## config.mk

```make
export PLATFORM = sky130hd
export DESIGN_NAME = dma_chan_seq
export DESIGN_NICKNAME = d
export VERILOG_FILES = /design/src/rtl/dma_seq_pkg.sv /design/src/rtl/dma_addr_gen.sv /design/src/rtl/dma_item_cnt.sv /design/src/rtl/dma_chan_seq.sv
export SDC_FILE = /design/constraint.sdc
export NUM_CORES = 1
export LEC_CHECK = 0
export ABC_AREA = 1
export BUFFER_PORTS_ARGS = -buffer_cell sky130_fd_sc_hd__buf_2
export CORE_MARGIN = 5
export CORE_UTILIZATION = 40
export DETAILED_ROUTE_END_ITERATION = 8
export PLACE_DENSITY = 0.67
export SETUP_SLACK_MARGIN = 0.02
export SLEW_MARGIN = 5
export SYNTH_ARGS = -nofsm -noshare
export SYNTH_HDL_FRONTEND = slang
export SYNTH_SLANG_ARGS = --single-unit
```

## constraint.sdc

```tcl
create_clock -name clk_i -period 2.4 [get_ports clk_i]
set_clock_uncertainty 0.2 [all_clocks]
set_input_delay 0.48 -clock clk_i [delete_from_list [all_inputs] [get_ports clk_i]]
set_output_delay 0.48 -clock clk_i [all_outputs]
set_load 0.02 [all_outputs]
```

## src/rtl/dma_seq_pkg.sv

```systemverilog
package dma_seq_pkg;
  typedef enum logic [2:0] {ST_IDLE, ST_WAIT, ST_RD, ST_WR, ST_HALT} seq_st_e;

  function automatic logic [1:0] shift_of(logic [1:0] sz);
    return (sz == 2'd3) ? 2'd2 : sz;
  endfunction

  function automatic logic [2:0] step_of(logic [1:0] sz);
    return 3'd1 << shift_of(sz);
  endfunction
endpackage

```

## src/rtl/dma_addr_gen.sv

```systemverilog
module dma_addr_gen #(
  parameter int AW = 32
) (
  input  logic          clk_i,
  input  logic          rst_ni,
  input  logic          load_i,
  input  logic          adv_i,
  input  logic [2:0]    step_i,
  input  logic [AW-1:0] start_i,
  output logic [AW-1:0] addr_o
);
  logic [AW-1:0] addr_q;

  always_ff @(posedge clk_i or negedge rst_ni) begin
    if (!rst_ni)     addr_q <= '0;
    else if (load_i) addr_q <= start_i;
    else if (adv_i)  addr_q <= addr_q + AW'(step_i);
  end

  assign addr_o = addr_q;
endmodule

```

## src/rtl/dma_item_cnt.sv

```systemverilog
module dma_item_cnt #(
  parameter int CW = 16
) (
  input  logic          clk_i,
  input  logic          rst_ni,
  input  logic          load_i,
  input  logic          dec_i,
  input  logic [CW-1:0] start_i,
  output logic [CW-1:0] cnt_o,
  output logic          last_o,
  output logic          half_o
);
  logic [CW-1:0] cnt_q, thr_q;
  logic          half_seen_q;

  assign last_o = (cnt_q == CW'(1));
  assign half_o = dec_i && !half_seen_q && ((cnt_q - CW'(1)) == thr_q);
  assign cnt_o  = cnt_q;

  always_ff @(posedge clk_i or negedge rst_ni) begin
    if (!rst_ni) begin
      cnt_q       <= '0;
      thr_q       <= '0;
      half_seen_q <= 1'b0;
    end else if (load_i) begin
      cnt_q       <= start_i;
      thr_q       <= start_i >> 1;
      half_seen_q <= 1'b0;
    end else if (dec_i) begin
      cnt_q <= cnt_q - CW'(1);
      if (half_o) half_seen_q <= 1'b1;
    end
  end

  AST_NO_UNDERFLOW: assert property (@(posedge clk_i) disable iff (!rst_ni)
    dec_i && !load_i |-> cnt_q != '0);
endmodule

```

## src/rtl/dma_chan_seq.sv

```systemverilog
module dma_chan_seq
  import dma_seq_pkg::*;
#(
  parameter int AW = 32,
  parameter int DW = 32,
  parameter int CW = 16
) (
  input  logic          clk_i,
  input  logic          rst_ni,
  input  logic          en_i,
  input  logic          dir_i,
  input  logic          circ_i,
  input  logic          pinc_i,
  input  logic          minc_i,
  input  logic          m2m_i,
  input  logic [1:0]    size_i,
  input  logic [CW-1:0] count_i,
  input  logic [AW-1:0] paddr_i,
  input  logic [AW-1:0] maddr_i,
  input  logic          preq_i,
  output logic          req_o,
  output logic          we_o,
  output logic [AW-1:0] addr_o,
  output logic [DW-1:0] wdata_o,
  input  logic          gnt_i,
  input  logic          err_i,
  input  logic [DW-1:0] rdata_i,
  output logic          busy_o,
  output logic [CW-1:0] count_o,
  output logic [CW+1:0] rem_bytes_o,
  output logic          half_o,
  output logic          done_o,
  output logic          err_o
);
  localparam int RW = CW + 2;
  localparam int NA = 2;  // 0: peripheral, 1: memory

  seq_st_e       st_q, st_d;
  logic [DW-1:0] data_q;
  logic          done_q, half_q, err_q;
  logic          start, rd_ok, wr_ok, bus_err, last, half_hit, reload, ld;
  logic [AW-1:0] addr_v  [NA];
  logic [AW-1:0] start_v [NA];
  logic          inc_v   [NA];
  logic [2:0]    step;

  assign step       = step_of(size_i);
  assign start_v[0] = paddr_i;
  assign start_v[1] = maddr_i;
  assign inc_v[0]   = pinc_i;
  assign inc_v[1]   = minc_i;

  assign start   = (st_q == ST_IDLE) && en_i && (count_i != '0);
  assign rd_ok   = (st_q == ST_RD) && gnt_i && !err_i;
  assign wr_ok   = (st_q == ST_WR) && gnt_i && !err_i;
  assign bus_err = ((st_q == ST_RD) || (st_q == ST_WR)) && gnt_i && err_i;
  assign reload  = wr_ok && last && circ_i;
  assign ld      = start || reload;

  for (genvar i = 0; i < NA; i++) begin : g_addr
    dma_addr_gen #(.AW(AW)) i_addr (
      .clk_i   (clk_i),
      .rst_ni  (rst_ni),
      .load_i  (ld),
      .adv_i   (wr_ok && inc_v[i]),
      .step_i  (step),
      .start_i (start_v[i]),
      .addr_o  (addr_v[i])
    );
  end

  dma_item_cnt #(.CW(CW)) i_cnt (
    .clk_i   (clk_i),
    .rst_ni  (rst_ni),
    .load_i  (ld),
    .dec_i   (wr_ok),
    .start_i (count_i),
    .cnt_o   (count_o),
    .last_o  (last),
    .half_o  (half_hit)
  );

  always_comb begin
    st_d = st_q;
    if (!en_i) st_d = ST_IDLE;
    else begin
      unique case (st_q)
        ST_IDLE: if (start) st_d = ST_WAIT;
        ST_WAIT: if (m2m_i || preq_i) st_d = ST_RD;
        ST_RD:   if (bus_err) st_d = ST_HALT;
                 else if (rd_ok) st_d = ST_WR;
        ST_WR:   if (bus_err) st_d = ST_HALT;
                 else if (wr_ok) st_d = (last && !circ_i) ? ST_HALT : ST_WAIT;
        default: st_d = ST_HALT;
      endcase
    end
  end

  always_ff @(posedge clk_i or negedge rst_ni) begin
    if (!rst_ni) begin
      st_q   <= ST_IDLE;
      data_q <= '0;
      done_q <= 1'b0;
      half_q <= 1'b0;
      err_q  <= 1'b0;
    end else begin
      st_q   <= st_d;
      done_q <= wr_ok && last;
      half_q <= wr_ok && half_hit;
      err_q  <= bus_err;
      if (rd_ok) data_q <= rdata_i;
    end
  end

  // source is memory when dir_i is set
  assign req_o       = (st_q == ST_RD) || (st_q == ST_WR);
  assign we_o        = (st_q == ST_WR);
  assign addr_o      = we_o ? addr_v[dir_i ? 0 : 1] : addr_v[dir_i ? 1 : 0];
  assign wdata_o     = data_q;
  assign busy_o      = (st_q != ST_IDLE) && (st_q != ST_HALT);
  assign rem_bytes_o = RW'(count_o) << shift_of(size_i);
  assign half_o      = half_q;
  assign done_o      = done_q;
  assign err_o       = err_q;

  AST_ADDR_HOLD: assert property (@(posedge clk_i) disable iff (!rst_ni)
    req_o && !gnt_i && en_i |=> req_o && $stable(addr_o) && $stable(we_o));
  AST_ERR_HALT: assert property (@(posedge clk_i) disable iff (!rst_ni)
    err_o |-> !req_o && !busy_o);
  AST_PREQ_GATE: assert property (@(posedge clk_i) disable iff (!rst_ni)
    (st_q == ST_RD) && ($past(st_q) == ST_WAIT) |-> $past(preq_i || m2m_i));
  AST_DONE_AFTER_WRITE: assert property (@(posedge clk_i) disable iff (!rst_ni)
    done_o |-> $past(req_o && we_o && gnt_i));
  AST_PULSE_SHORT: assert property (@(posedge clk_i) disable iff (!rst_ni)
    done_o |=> !done_o);
endmodule

```

# Yosys cells after proc, flatten, opt, wreduce, memory -nomap -nowiden

Cells that the tools add are included.

Equality and inequality tests: 11
Shifts and indexed selects: 2
Bitwise logic cells: 2
Multiply operators: 0
Magnitude comparators: 2
Reductions and logical operators: 32
Mux-type cells: 28
Div/mod/pow operators: 0
$add $sub $neg: 3

Operators by type and width:

| operator                                                                | count |
|---|---|
| 32-bit two-way mux                                                      | 11 |
| 32-bit by 3-bit adder with 32-bit output                                | 2 |
| 32-bit by 2-bit >= comparator with 1-bit output, second input constant  | 2 |
| 1-bit inverter with 32-bit output                                       | 2 |
| 16-bit two-way mux                                                      | 2 |
| 3-bit two-way mux                                                       | 8 |
| 16-bit by 2-bit left shift with 18-bit output                           | 1 |
| 1-bit logical AND                                                       | 17 |
| 16-bit by 1-bit equality test with 1-bit output, second input constant  | 1 |
| 16-bit by 15-bit equality test with 1-bit output                        | 1 |
| 16-bit nonzero test                                                     | 1 |
| 16-bit by 1-bit subtractor with 16-bit output, second input constant    | 1 |
| 3-bit one-hot mux with 4 select lines                                   | 1 |
| 3-bit inequality test, second input constant                            | 3 |
| 2-bit nonzero test                                                      | 4 |
| 3-bit by 2-bit equality test with 1-bit output, second input constant   | 2 |
| 1-bit two-way mux                                                       | 5 |
| 4-bit by 2-bit inequality test with 1-bit output, second input constant | 1 |
| 4-bit inequality test, second input constant                            | 1 |
| 4-bit AND reduction                                                     | 1 |
| 3-bit by 1-bit equality test with 1-bit output, second input constant   | 1 |
| 1-bit zero test                                                         | 3 |
| 3-bit zero test                                                         | 1 |
| 1-bit logical OR                                                        | 3 |
| 5 further kinds                                                         | 5 |

Bits of input ports: 125
Word-level logic and storage cells: 90
Output and inout port bits: 104
Memory bits (writable): 0
Memories: 0
Flip-flop bits (word level): 134
Latch bits: 0
ROM bits: 0

# Depth between registers and ports, before layout

Gate-level depths: netlist of the first run.

Word-level depth: 8
Depth in mapped cells: 15
Mapped depth without buffers: 14

# By module

A second synthesis of the first run with hierarchy kept.

Cell total of the unflattened synthesis: 1325
Area, all modules: 9441.6 sq um

By module, submodules not included:

| module                           | instances | area an instance (sq um) | cells each |
|---|---|---|---|
| dma_chan_seq                     | 1         | 2546.2                   | 310 |
| dma_addr_gen at g_addr[0].i_addr | 1         | 2388.5                   | 359 |
| dma_addr_gen at g_addr[1].i_addr | 1         | 2381.0                   | 356 |
| dma_item_cnt                     | 1         | 2125.8                   | 300 |

# Worst setup path after synthesis of the first run

No wires, ideal clock.

Kind: input -> register
From: in size_i[0]
To: reg g_addr[0].i_addr.addr_q[22]
Cell stages on the path: 13
Path slack: -408 ps
Data arrival time: 2487 ps
Library setup time: 121 ps
Path through: inv_1 > nor2_1 > inv_1 > fa_1 > o21ai_0 > nand2_1 > nor2_1 > nand2_1 > inv_1 > nand2_1 > xor2_1 > nor2_1 > o21ai_1

Word-level cells in the longest chain between the ends: 6

Ends and longest elaborated chain:

| element                                         | RTL line           | RTL |
|---|---|---|
| start: declaration                              | dma_chan_seq.sv:16 | `input logic [1:0] size_i,` |
| 2-bit equality test                             | dma_seq_pkg.sv:5   | `return (sz == 2'd3) ? 2'd2 : sz;` |
| 2-bit two-way mux (*)                           | dma_seq_pkg.sv:5   |  |
| 1-bit by 2-bit left shift with 3-bit output (*) | dma_seq_pkg.sv:9   | `return 3'd1 << shift_of(sz);` |
| 32-bit by 3-bit adder with 32-bit output (*)    | dma_addr_gen.sv:17 | `else if (adv_i) addr_q <= addr_q + AW'(step_i);` |
| 32-bit two-way mux (*)                          | dma_addr_gen.sv:17 |  |
| 32-bit two-way mux (*)                          | dma_addr_gen.sv:16 | `else if (load_i) addr_q <= start_i;` |
| end signal: assignment                          | dma_addr_gen.sv:16 |  |
| end signal: assignment                          | dma_addr_gen.sv:17 |  |
| end: declaration                                | dma_addr_gen.sv:12 | `logic [AW-1:0] addr_q;` |

Mark *: on every way between the ends. The rest lies on a longest branch, timed or not. The select of a mux whose other input is x is not followed.
A chain may end at the register's enable or synchronous reset.

# Worst setup path after layout of the first run

From: reg st_q[2]
To: out addr_o[30]

Word-level cells in the longest chain between the ends: 2

Ends and longest elaborated chain:

| element                                        | RTL line            | RTL |
|---|---|---|
| start: declaration                             | dma_chan_seq.sv:38  | `seq_st_e st_q, st_d;` |
| start signal: assignment                       | dma_chan_seq.sv:107 | `st_q <= st_d;` |
| 3-bit by 2-bit equality test with 1-bit output | dma_chan_seq.sv:117 | `assign we_o = (st_q == ST_WR);` |
| 32-bit two-way mux                             | dma_chan_seq.sv:118 | `assign addr_o = we_o ? addr_v[dir_i ? 0 : 1] : addr_v[dir_i ? 1 : 0];` |
| end: declaration                               | dma_chan_seq.sv:23  | `output logic [AW-1:0] addr_o,` |

No other way between the ends.

==> impl_metrics.tcl, run 1 <==
set metrics [dict create \
    nets 1807 \
    grt_overflow_total 0 \
    slew_viol_final 0 \
    hold_viol_final 0 \
    p_int_mw 8.88 \
    clockPowerShare_pct 16.0 \
    run_status "finished with violations" \
    vias 10417 \
    p_leak_nw 6.55 \
    crit_path_end_kind "output port" \
    async_flop_share_pct 100 \
    clkSinkCount 134 \
    portBuffers 228 \
    rsz0062_at_grt "yes" \
    drt_iter0_markers 877 \
    holdWs_ns 0.0827 \
    ys_seq_area_share_pct 36.9 \
    wire_per_inst_um 17.5 \
    cts_buffer_depth 2 \
    critPathLaunchType "register" \
    clkTransAtPathRegs_ns 0.07 \
    hpwlAfterDp_mm 24.6 \
    fin_crit_sh_pct 112 \
    dr.pass1.iters 7 \
    drive_gt1_share_pct 33.7 \
    power.switching_mw 8.17 \
    multi_input_area_mm2 0.00562 \
    drc_errors 0 \
    p_sw_share_pct 47.9 \
    yosysWarnings 0 \
    yosys.cell_types.count 40 \
    clockRootBuffer "clkbuf_16" \
    viasPerCell 5.28 \
    fin_setup_tns_ns -7.40 \
    die_area_mm2 0.0258 \
    p_seq_share_pct 26.1 \
    grt_pass1_vias 10154 \
    dpl_cell_area_mm2 0.0113 \
    cp_data_arrival_time_ns 2.01 \
    hp-class "input port to register" \
    grt_antenna_before_repair 5 \
    start_util_pct 40.3 \
    die_w_um 161 \
    htreeDepth 4 \
    syn_area_per_cell_um2 6.82 \
    path_class "register to output port" \
    setup_viol 32 \
    setup_ws_ns -0.287 \
    numCtsBuffers 17 \
    tightest_slew_ns 0.461 \
    routed_wl_mm 34.5 \
    post-route-util_pct 59.0 \
    grt_usage_pct 25.5 \
    grt_pass1_wl_mm 53.3 \
    ioPinCount 229 \
    p_total_mw 17.0 \
    p_comb_share_pct 57.9 \
    cp.required_ns 1.72 \
    seq_area_mm2 0.00336 \
    slew_headroom_pct 69.3 \
    globalplace.congestion 0.949 \
    synth_edf_count 0 \
    syn-num-nets 1466 \
    ys.flop_type "dfrtp_1" \
    num_rows 55 \
    critical_path_peak_fanout 6 \
    fmax_ghz 0.372 \
    worstSkewPairLatency_ns 0.43 \
    ir_drop_mv 0.643 \
    drv_cap 0 \
    final_antenna_net_count 0 \
    grt_max_degree 59 \
    ys_seq_elements 134 \
    cts_tree "built" \
    finalInstanceArea_mm2 0.0133 \
    fillers 2008 \
    finalCriticalPeriod_ns 2.69 \
    p_per_area_mw_per_mm2 1280 \
    netlist_instances 1331 \
    syn2layout_area_growth_pct 46.3 \
    synth.cell_area_mm2 0.00908 \
    core_area_mm2 0.0225 \
    violations "setup timing" \
    r2r_setup_slack_ns 0.10 \
    fp.dieH_um 161 \
]
state kept, by name, indices dropped and copies added, names as in the netlist:
name                  cells
g_addr.i_addr.addr_o     64
wdata_o                  32
i_cnt.cnt_o              16
i_cnt.thr_q              15
st_q                      3
done_o                    1
err_o                     1
half_o                    1
i_cnt.half_seen_q         1
cell type report:
class / instances / share of cell area (%)
repair buffers: 369 / 21.1
clock inverters: 14 / 1.24
flip-flops and latches: 134 / 25.3
well taps: 285 / 2.69
repair inverters: 1 / 0.0565
diodes: 2 / 0.0377
inverters: 140 / 3.99
clock buffers: 18 / 3.31
multi-input cells: 1009 / 42.3
synth_stat cells (6+ instances only):
library cell | count | area (µm²)
nand2_1 | 432 | 1620
nor2_1 | 148 | 556
dfrtp_1 | 134 | 3350
inv_1 | 133 | 499
nand3_1 | 79 | 395
o21ai_0 | 69 | 345
o21ai_1 | 55 | 275
mux2_2 | 33 | 372
xor2_1 | 33 | 289
a21oi_1 | 28 | 140
nor3_1 | 27 | 135
nand4_1 | 24 | 150
clkbuf_1 | 20 | 75.1
buf_2 | 19 | 95.1
o22ai_1 | 14 | 87.6
nand3b_1 | 9 | 67.6
nor4_1 | 9 | 56.3
ha_1 | 8 | 100
o211ai_1 | 7 | 52.6
inv_2 | 6 | 22.5
xnor2_1 | 6 | 52.6
critical path, cell delays in order (launching register included):
cell and delay [ns]:
dfrtp_2 0.43, nor2_4 0.12, nand2_4 0.08, xnor2_4 0.22, buf_12 0.16, buf_8 0.12
buf_16 0.13, nand2_1 0.08, o21ai_2 0.08, buf_6 0.14
metal layers:
layer	track usage, %	share of wire (%)
met1	34.1	42
met2	39.8	46
met3	6.62	8.7
met4	9.58	3.1
met5	0	0.081
power groups by stage:
stage | sequential, mW | clock (mW) | combinational (mW)
4_1_cts | 4.33 | 2.76 | 9.18
3_3_place_gp | 4.29 | 0 | 8.01
2_1_floorplan | 4.56 | 0 | 4.81
3_5_place_dp | 4.30 | 0 | 8.13
6_report | 4.45 | 2.73 | 9.87
5_1_grt | 4.59 | 2.87 | 10.7
final timing paths:
check                               start                     endpoint  cells past startpoint
max in group asynchronous          rst_ni                  wdata_o[15]                      3
setup reg to reg           i_cnt.cnt_o[8]  g_addr[1].i_addr.addr_o[19]                      8
hold / removal                 rdata_i[5]                   wdata_o[5]                      2
hold reg to reg                wdata_o[0]                   wdata_o[0]                      1
min in group asynchronous          rst_ni                       half_o                      2
setup / recovery                  st_q[2]                   addr_o[30]                      9
cells by family (layout without fill, tap and decap cells):
group,count (synthesis),after routing,synth area share (%)
compound gates,176,176,10.2
simple gates,750,751,34.8
other cells,0,2,0
mux,33,33,4.09
fa+ha+maj,10,10,1.54
flops,134,134,36.9
buf+inv,189,542,8.67
xor+xnor,39,39,3.76
through the flow:
stage	setup WS (ns)	std cells
floorplan	-0.0451	1331
global placement	-0.360	1902
detailed placement	-0.420	1902
CTS	-0.272	1950
global route	-0.366	1971
finish	-0.287	1972
layout by cell type, fill, tap and decap left out, drive strengths merged:
cell,Yosys,layout
clkinv,1,5
nand4,24,24
or2,7,7
clkbuf,21,21
inv,139,144
xor2,33,33
o22ai,14,14
and3,2,2
a211oi,1,1
nand3,79,79
o21ai,124,124
xnor2,6,6
a21oi,28,28
ha,8,8
nand2,434,435
bufbuf,0,1
nor2,155,155
dlygate4sd3,0,1
nor3,28,28
dfrtp,134,134
buf,28,364
mux2,33,33
nand3b,9,9
nor3b,1,1
diode,0,2
o211ai,7,7
nor4,10,10
bufinv,0,2
clkinvlp,0,4
fa,2,2
o31ai,1,1
o221ai,1,1
and2,1,1
what timing repair did:
action	in CTS	in global routing
hold endpoints to repair	41	0
endpoints found under the setup margin	36	99
pin swaps	8	30
gates resized for setup	146	110
hold buffers	1	0
cloned	7	4
buffers inserted	9	17
Power figures use the tool's default switching activity.
==> run 2: changes to the inputs <==
CORE_UTILIZATION = 49   (was 40)
PLACE_DENSITY = 0.79   (was 0.67)
==> run 2 against run 1 <==
The flow still finishes with violations (setup timing). First-iteration DRC count grew 13%. Non-clock buffer count down 26. Register-to-register slack got worse by 0.12 ns. Final cell count down 4.3%. Sequential power decreased by 2%. Die area is 17% lower. Maximum frequency up 0.10%. Critical path type unchanged. Via count is 1.3% higher.
==> impl_metrics.tcl, run 2 (same netlist as run 1, synthesis figures left out) <==
set metrics [dict create \
    hpwlAfterDp_mm 24.2 \
    clkSinkCount 134 \
    critPathLaunchType "register" \
    grt_usage_pct 30.0 \
    die_w_um 146 \
    tightest_slew_ns 0.442 \
    drive_gt1_share_pct 31.1 \
    htreeDepth 4 \
    grt_pass1_vias 10100 \
    mostFrequentLayoutCells "419 x nand2_1, 194 x buf_2, 133 x dfrtp_1" \
    portBuffers 228 \
    num_antenna_cells 0 \
    slew_viol_final 0 \
    rsz0062_at_grt "yes" \
    hp-class "input port to register" \
    grt_overflow_total 0 \
    final_cells 1887 \
    post-place-cells 1834 \
    viasPerCell 5.59 \
    detailedPlace.worstSlack_ns -0.414 \
    fmax_ghz 0.373 \
    cp_data_arrival_time_ns 2.00 \
    drv_cap 0 \
    drt_iter0_markers 993 \
    drc_errors 0 \
    min_path_cells 2 \
    ioPinCount 229 \
    cts_tree "built" \
    setup_viol 33 \
    fillers 1422 \
    p_leak_nw 6.35 \
    critical_path_peak_fanout 8 \
    clockRootBuffer "clkbuf_16" \
    holdPathEnd "wdata_o[3]" \
    dr.pass1.iters 6 \
    nets 1780 \
    cp.required_ns 1.72 \
    slew_headroom_pct 70.5 \
    syn2layout_area_growth_pct 41.0 \
    fin_crit_sh_pct 112 \
    r2r_setup_slack_ns -0.02 \
    start_util_pct 50.2 \
    grt_max_degree 74 \
    worstSkewPairLatency_ns 0.44 \
    die_area_mm2 0.0213 \
    vias 10557 \
    final_antenna_net_count 0 \
    setup_ws_ns -0.284 \
    ir_drop_mv 0.755 \
    fp.dieH_um 146 \
    wire_per_inst_um 18.0 \
    violations "setup timing" \
    r2r_end "g_addr[0].i_addr.addr_o[10]" \
    p_per_area_mw_per_mm2 1310 \
    numCtsBuffers 17 \
    grt_pass1_wl_mm 52.0 \
    slowest_stage "dfrtp_1" \
    r2r_start "g_addr[0].i_addr.addr_o[0]" \
    clkTransAtPathRegs_ns 0.07 \
    layout_commonest_cell "nand2_1" \
    crit_path_end_kind "output port" \
    hold_viol_final 0 \
    run_status "finished with violations" \
    largest_reg_flops 64 \
    finalCriticalPeriod_ns 2.68 \
    slowest_delay_ns 0.41 \
    core_area_mm2 0.0181 \
    num_rows 49 \
    grt_antenna_before_repair 0 \
    crit_path_start "st_q[2]" \
    reg2reg_depth 11 \
    globalplace.congestion 0.976 \
    min_from "rdata_i[3]" \
    cts_buffer_depth 2 \
    path_cells "nor2_4, nand2_4, xnor2_4, buf_12, buf_6, clkbuf_16, nand2_1, o21ai_1, buf_4" \
    routed_wl_mm 34.0 \
    path_class "register to output port" \
]
-- run 2: changes by cell type in the layout (fill, tap and decap cells not counted), sizes merged --
cell,before,now
clkinvlp,4,2
buf,364,337
clkbuf,21,22
diode,2,0
clkinv,5,3
inv,144,147
-- run 2: report_power, final --
group	switching [mW]	internal, mW	total, mW	leakage (nW)
registers	1.10	3.28	4.38	1.67
clock network	1.19	1.62	2.80	0.305
logic	5.80	3.84	9.64	4.38
-- run 2: how the worst max path moves through the flow --
stage | endpoint | slack (ns)
after floorplan | g_addr[1].i_addr.addr_o[26] | -0.05
after global placement | g_addr[0].i_addr.addr_o[22] | -0.28
after detailed placement | g_addr[0].i_addr.addr_o[10] | -0.41
after CTS | addr_o[4] | -0.28
after global routing | addr_o[7] | -0.33
final | addr_o[18] | -0.28
-- run 2: cell type report --
class,instances,area [µm²],share of cell area [%]
clock buffers,18,439,3.43
clock inverters,14,181,1.42
inverters,140,542,4.23
multi-input cells,1009,5430,42.4
flip-flops and latches,134,3350,26.2
well taps,229,287,2.24
repair buffers,343,2570,20.1
-- run 2: through the flow --
| stage | util (%) | hold WS [ns] | instance area (µm²) | power [mW] | TNS, ns |
|---|---|---|---|---|---|
| finish | 70.8 | 0.0676 | 12800 | 16.8 | -7.78 |
| global route | 70.8 | 0.0596 | 12800 | 17.9 | -10.02 |
| CTS | 67.9 | 0.0615 | 12300 | 16.0 | -8.21 |
| detailed placement | 62.1 | 0.177 | 11200 | 12.5 | -11.06 |
| global placement | 62.1 | 0.177 | 11200 | 12.3 | -8.08 |
| floorplan | - | -0.0156 | 9180 | 9.37 | -0.0451 |
-- run 2: timing repair --
item	in CTS	in global routing
endpoints found under the hold margin	16	0
setup endpoints to repair	33	118
gates resized for setup	90	113
pin swaps	6	15
cloned	4	5
hold buffers	1	0
buffers inserted	5	8
-- run 2: worst max-delay path, delay by kind of cell (launching register included) --
kind	cells	cell delay (ns)
xor+xnor	1	0.16
buf+inv	4	0.59
simple gates	3	0.32
flops	1	0.41
compound gates	1	0.09
-- run 2: routing by layer --
metal / vias up / part of all wire (%) / global-route usage [%]
met1: 4935 / 39 / 39.2
met4: 0 / 3.9 / 10.3
met5: - / 0 / 0
met2: 601 / 47 / 48.6
li1: 4917 / - / -
met3: 104 / 10 / 7.69
